## src/rtl/irq_dispatch_pkg.sv

```systemverilog
`timescale 1ns/1ps
package irq_dispatch_pkg;

    typedef enum logic [1:0] {
        ENT_IDLE = 2'd0,
        ENT_WAIT = 2'd1,
        ENT_PICK = 2'd2,
        ENT_CLR  = 2'd3
    } ent_state_e;

    typedef struct packed {
        logic       ime;
        logic [1:0] pend;
    } en_state_t;

    function automatic int unsigned vec_addr(input int unsigned base,
                                             input int unsigned step,
                                             input int unsigned idx);
        return base + step * idx;
    endfunction

endpackage

```

## src/rtl/irq_master_en.sv

```systemverilog
`timescale 1ns/1ps
module irq_master_en
    import irq_dispatch_pkg::*;
(
    input  logic clk,
    input  logic rst_n,
    input  logic ei_i,
    input  logic di_i,
    input  logic reti_i,
    input  logic fetch_i,
    input  logic prefix_i,
    input  logic jam_i,
    input  logic hit_i,
    input  logic idle_i,
    output logic take_o,
    output logic ime_o
);
    en_state_t st_d, st_q;
    logic      dec;
    logic [1:0] pend_after;
    logic      ime_now;

    always_comb begin
        dec        = fetch_i && !prefix_i && (st_q.pend != 2'd0);
        pend_after = dec ? st_q.pend - 2'd1 : st_q.pend;
        ime_now    = st_q.ime || (dec && st_q.pend == 2'd1);
        take_o     = fetch_i && idle_i && ime_now && hit_i && !prefix_i && !jam_i;

        st_d = st_q;
        if (di_i) begin
            st_d.ime  = 1'b0;
            st_d.pend = 2'd0;
        end else begin
            st_d.ime  = take_o ? 1'b0 : ime_now;
            st_d.pend = pend_after;
            if (reti_i) begin
                st_d.pend = 2'd1;
            end else if (ei_i && st_q.pend == 2'd0) begin
                st_d.pend = 2'd2;
            end
        end
    end

    always_ff @(posedge clk or negedge rst_n) begin
        if (!rst_n) begin
            st_q <= '0;
        end else begin
            st_q <= st_d;
        end
    end

    assign ime_o = st_q.ime;
endmodule

```

## src/rtl/irq_prio_pick.sv

```systemverilog
`timescale 1ns/1ps
module irq_prio_pick #(
    parameter int N_SRC = 5,
    localparam int IDX_W = (N_SRC > 1) ? $clog2(N_SRC) : 1
) (
    input  logic [N_SRC-1:0] hits_i,
    output logic             found_o,
    output logic [IDX_W-1:0] idx_o
);
    logic [N_SRC-1:0] below;
    logic [N_SRC-1:0] grant;

    assign below[0] = 1'b0;
    for (genvar i = 1; i < N_SRC; i++) begin : g_chain
        assign below[i] = below[i-1] | hits_i[i-1];
    end
    assign grant   = hits_i & ~below;
    assign found_o = |hits_i;

    always_comb begin
        idx_o = '0;
        for (int i = 0; i < N_SRC; i++) begin
            if (grant[i]) idx_o = idx_o | IDX_W'(i);
        end
    end
endmodule

```

## src/rtl/irq_entry_seq.sv

```systemverilog
`timescale 1ns/1ps
module irq_entry_seq
    import irq_dispatch_pkg::*;
#(
    parameter int N_SRC    = 5,
    parameter int VEC_W    = 16,
    parameter int WAIT_CYC = 2,
    parameter int VEC_BASE = 'h40,
    parameter int VEC_STEP = 8,
    localparam int IDX_W = (N_SRC > 1) ? $clog2(N_SRC) : 1,
    localparam int CNT_W = (WAIT_CYC > 1) ? $clog2(WAIT_CYC) : 1
) (
    input  logic             clk,
    input  logic             rst_n,
    input  logic             take_i,
    input  logic             found_i,
    input  logic [IDX_W-1:0] idx_i,
    input  logic [N_SRC-1:0] req_i,
    output logic             idle_o,
    output logic [VEC_W-1:0] vec_o,
    output logic             vec_valid_o,
    output logic [N_SRC-1:0] clr_o
);
    typedef struct packed {
        ent_state_e       st;
        logic [CNT_W-1:0] cnt;
        logic [IDX_W-1:0] sel;
        logic             selv;
        logic             vld;
        logic [VEC_W-1:0] vec;
    } ent_t;

    ent_t e_d, e_q;

    always_comb begin
        e_d     = e_q;
        e_d.vld = 1'b0;
        unique case (e_q.st)
            ENT_IDLE: begin
                if (take_i) begin
                    e_d.st  = ENT_WAIT;
                    e_d.cnt = '0;
                end
            end
            ENT_WAIT: begin
                e_d.cnt = e_q.cnt + CNT_W'(1);
                if (e_q.cnt == CNT_W'(WAIT_CYC - 1)) e_d.st = ENT_PICK;
            end
            ENT_PICK: begin
                e_d.st   = ENT_CLR;
                e_d.sel  = idx_i;
                e_d.selv = found_i;
                e_d.vld  = 1'b1;
                e_d.vec  = found_i ? VEC_W'(vec_addr(VEC_BASE, VEC_STEP, int'(idx_i))) : '0;
            end
            default: begin
                e_d.st = ENT_IDLE;
            end
        endcase
    end

    always_ff @(posedge clk or negedge rst_n) begin
        if (!rst_n) begin
            e_q <= '{st: ENT_IDLE, default: '0};
        end else begin
            e_q <= e_d;
        end
    end

    always_comb begin
        clr_o = '0;
        if (e_q.st == ENT_CLR && e_q.selv) begin
            clr_o = (N_SRC'(1) << e_q.sel) & req_i;
        end
    end

    assign idle_o      = (e_q.st == ENT_IDLE);
    assign vec_o       = e_q.vec;
    assign vec_valid_o = e_q.vld;
endmodule

```

## src/rtl/irq_dispatch.sv

```systemverilog
`timescale 1ns/1ps
module irq_dispatch #(
    parameter int N_SRC    = 5,
    parameter int VEC_W    = 16,
    parameter int WAIT_CYC = 2,
    parameter int VEC_BASE = 'h40,
    parameter int VEC_STEP = 8
) (
    input  logic             clk,
    input  logic             rst_n,
    input  logic [N_SRC-1:0] req_i,
    input  logic [N_SRC-1:0] ena_i,
    input  logic             ei_i,
    input  logic             di_i,
    input  logic             reti_i,
    input  logic             fetch_i,
    input  logic             prefix_i,
    input  logic             jam_i,
    output logic             take_o,
    output logic             irq_o,
    output logic [VEC_W-1:0] vec_o,
    output logic             vec_valid_o,
    output logic [N_SRC-1:0] clr_o
);
    localparam int IDX_W = (N_SRC > 1) ? $clog2(N_SRC) : 1;

    logic [N_SRC-1:0] hits;
    logic             found;
    logic [IDX_W-1:0] idx;
    logic             idle;
    logic             ime;

    assign hits  = req_i & ena_i;
    assign irq_o = |hits;

    irq_master_en u_en (
        .clk(clk), .rst_n(rst_n),
        .ei_i(ei_i), .di_i(di_i), .reti_i(reti_i),
        .fetch_i(fetch_i), .prefix_i(prefix_i), .jam_i(jam_i),
        .hit_i(irq_o), .idle_i(idle),
        .take_o(take_o), .ime_o(ime)
    );

    irq_prio_pick #(.N_SRC(N_SRC)) u_pick (
        .hits_i(hits), .found_o(found), .idx_o(idx)
    );

    irq_entry_seq #(
        .N_SRC(N_SRC), .VEC_W(VEC_W), .WAIT_CYC(WAIT_CYC),
        .VEC_BASE(VEC_BASE), .VEC_STEP(VEC_STEP)
    ) u_seq (
        .clk(clk), .rst_n(rst_n),
        .take_i(take_o), .found_i(found), .idx_i(idx), .req_i(req_i),
        .idle_o(idle), .vec_o(vec_o), .vec_valid_o(vec_valid_o), .clr_o(clr_o)
    );
endmodule

```

## config.mk

```make
export PLATFORM = sky130hd
export DESIGN_NAME = irq_dispatch
export DESIGN_NICKNAME = d
export VERILOG_FILES = /design/src/rtl/irq_dispatch_pkg.sv /design/src/rtl/irq_master_en.sv /design/src/rtl/irq_prio_pick.sv /design/src/rtl/irq_entry_seq.sv /design/src/rtl/irq_dispatch.sv
export SDC_FILE = /design/constraint.sdc
export NUM_CORES = 1
export LEC_CHECK = 0
export ABC_AREA = 1
export BUFFER_PORTS_ARGS = -buffer_cell sky130_fd_sc_hd__buf_2
export CORE_ASPECT_RATIO = 0.7
export CORE_MARGIN = 3
export CORE_UTILIZATION = 41
export DETAILED_ROUTE_END_ITERATION = 16
export PLACE_DENSITY = 0.72
export RECOVER_POWER = 25
export SYNTH_ARGS = -nofsm -noshare
export SYNTH_HDL_FRONTEND = slang
export SYNTH_SLANG_ARGS = --single-unit
export TNS_END_PERCENT = 20
```

## constraint.sdc

```tcl
create_clock -name clk -period 1.4 [get_ports clk]
set_input_delay 0.07 -clock clk [delete_from_list [all_inputs] [get_ports clk]]
set_output_delay 0.07 -clock clk [all_outputs]
set_load 0.02 [all_outputs]
```

==> flow_metrics.tcl <==
set metrics [dict create \
    cts_sinks 14 \
    crit_fanout 3 \
    nets 185 \
    antenna_cells 0 \
    placed_cell_area_um2 1060 \
    cts_tree "yes" \
    grt_pass1_vias 827 \
    yosysSeqAreaShare_pct 37.0 \
    antenna_found_initial 0 \
    dieArea_um2 2930 \
    first_pass_iters 5 \
    drv_slew 0 \
    critPathRequiredTime_ps 1330 \
    setup.worst_path.class "reg2out" \
    fmax_ghz 0.676 \
    route.detailed.drc 0 \
    outcome "finished with violations" \
    synth_warnings 0 \
    synth_cells 123 \
    ir_drop_mv 1.02 \
    drive_above_1_share_pct 38.8 \
    final.setup.tns_ps -246 \
    slew_headroom_pct 50.2 \
    violations "negative setup slack" \
    dp.cells 178 \
    final_cell_area_um2 1240 \
    cp-start-kind "flip-flop" \
    worstPathArrival_ps 1410 \
    finalSetupViolations 5 \
    die_h_um 46.2 \
    hold_slack_ps 111 \
    coreArea_um2 2020 \
    cts_max_level 1 \
    final_antenna_net_count 0 \
    grt-ovfl-total 0 \
    drt-initial-drc-count 65 \
    initial_utilization_pct 46.9 \
    final_core_util_pct 61.4 \
    insertion_delay_ps 280 \
    end_kind "primary output" \
    most-common-layout-cells "nand2_1, buf_2, dfrtp_1" \
    wirelength_um 2280 \
    num_vias 894 \
    tightest_slew_ps 747 \
    viasPerCell 4.71 \
    postLayoutSetupSlackWorst_ps -80.1 \
    grtUsageTotal_pct 16.7 \
    syn_area_per_cell_um2 7.69 \
    clkTransAtPathRegs_ps 90 \
    final_common_cell "nand2_1" \
    die_width_um 63.4 \
    clock-root-buffer "clkbuf_4" \
    dp.final_hpwl_um 1710 \
    maxCapViolations 0 \
    rsz0062_at_grt "true" \
    finalNonFillerCells 190 \
    clock_skew_ps 2.53 \
    grt_pass1_wl_um 3690 \
    p_per_area_nw_per_um2 1650 \
    leakage_nw 0.665 \
    routedWlPerCell_um 12.0 \
    hold_path_class "in2reg" \
    hold_viol_final 0 \
    min_period_ps 1480 \
    finalCritPeriodShare_pct 106 \
    cts_inserted_buffers 3 \
    area_delta_synth_final_pct 30.8 \
    clockBufferDepth 2 \
    io_pins 42 \
    rows 13 \
    grt_max_degree 15 \
    globalplace.congestion 0.774 \
    ys_types 21 \
    ys_seq_elements 14 \
    synth_area_um2 946 \
    io_buffers 29 \
]
## worst max-delay path: stages, from the launching register on
cell and delay [ps]:
dfrtp_1 380, buf_4 150, ha_4 160, nand4_1 150
nor2_1 130, buf_4 150
## per-layer routing
| metal | up-vias | part of all wire [%] | track usage, % | routed length (um) |
|---|---|---|---|---|
| met3 | 2 | 5.9 | 5.37 | 135 |
| met1 | 419 | 43 | 20.3 | 982 |
| met5 | - | 0 | 0 | 0 |
| met4 | 0 | 0.44 | 5.15 | 10 |
| li1 | 438 | - | - | - |
| met2 | 35 | 51 | 28.8 | 1150 |
## path summary, 6_finish.rpt
kind	start	end	slack, ps	cells after the start
worst max-delay path	u_seq.e_q[22]$_DFFE_PN0P_	clr_o[2]	-80	5
worst min-delay path	reti_i	u_en.st_q[1]$_DFFE_PN0P_	110	4
worst max register to register	u_seq.e_q[22]$_DFFE_PN0P_	u_seq.e_q[23]$_DFFE_PN0P_	-20	10
worst min register to register	u_seq.vec_o[4]$_DFFE_PN0P_	u_seq.vec_o[4]$_DFFE_PN0P_	480	2
max in group asynchronous	rst_n	u_seq.vec_o[6]$_DFFE_PN0P_	580	2
min in group asynchronous	rst_n	u_seq.vec_valid_o$_DFF_PN0_	360	2
## where the power goes
group | switching [mW] | internal [mW]
clock network | 0.138 | 0.158
registers | 0.0985 | 0.551
logic | 0.648 | 0.449
total | 0.885 | 1.16
## state kept, by name, summed over array words and instances (netlist names)
name,count
u_en.st_q,2
u_seq.vec_o,4
u_seq.e_q,6
u_en.ime_o,1
u_seq.vec_valid_o,1
## what timing repair did
| item | 4_1_cts | 5_1_grt |
|---|---|---|
| setup endpoints to repair | 8 | 10 |
| hold buffers | 2 | 0 |
| pin swaps | 6 | 2 |
| endpoints found under the hold margin | 15 | 0 |
| gates resized for setup | 19 | 6 |
| setup buffers | 5 | 1 |
## cell families (layout without fill, tap and decap cells)
family / Yosys count / after routing / synth area share [%]
simple gates: 58 / 58 / 28.6
flops: 14 / 14 / 37.0
fa+ha+maj: 6 / 6 / 7.94
compound gates: 11 / 11 / 6.48
buf+inv: 33 / 59 / 19.6
other cells: 1 / 12 / 0.396
## final cells by class
cell class,instances,area [um^2]
Clock buffer,4,36.3
Fill cell,181,779
Inverter,16,62.6
Multi-Input combinational cell,87,508
Sequential cell,14,350
Tap cell,30,37.5
Timing Repair Buffer,39,243
## cells in the mapped netlist (all sizes together)
| master | instances | area share (%) |
|---|---|---|
| a21oi | 3 | 1.6 |
| a31oi | 1 | 0.66 |
| buf | 17 | 13 |
| conb | 1 | 0.40 |
| dfrtp | 14 | 37 |
| ha | 6 | 7.9 |
| inv | 16 | 6.3 |
| nand2 | 33 | 15 |
| nand3 | 7 | 4.2 |
| nand3b | 1 | 0.79 |
| nand4 | 4 | 2.6 |
| nor2 | 11 | 4.6 |
| nor3 | 2 | 1.6 |
| o211ai | 2 | 1.6 |
| o21ai | 5 | 2.6 |
## metrics by stage
step | power, mW | worst slack, ps
after floorplan | 1.31 | 47.9
after global placement | 1.47 | 47.3
after detailed placement | 1.50 | -39.5
after CTS | 1.99 | -59.1
after global routing | 2.22 | -150
final | 2.04 | -80.1
(Power assumes the default switching activity.)
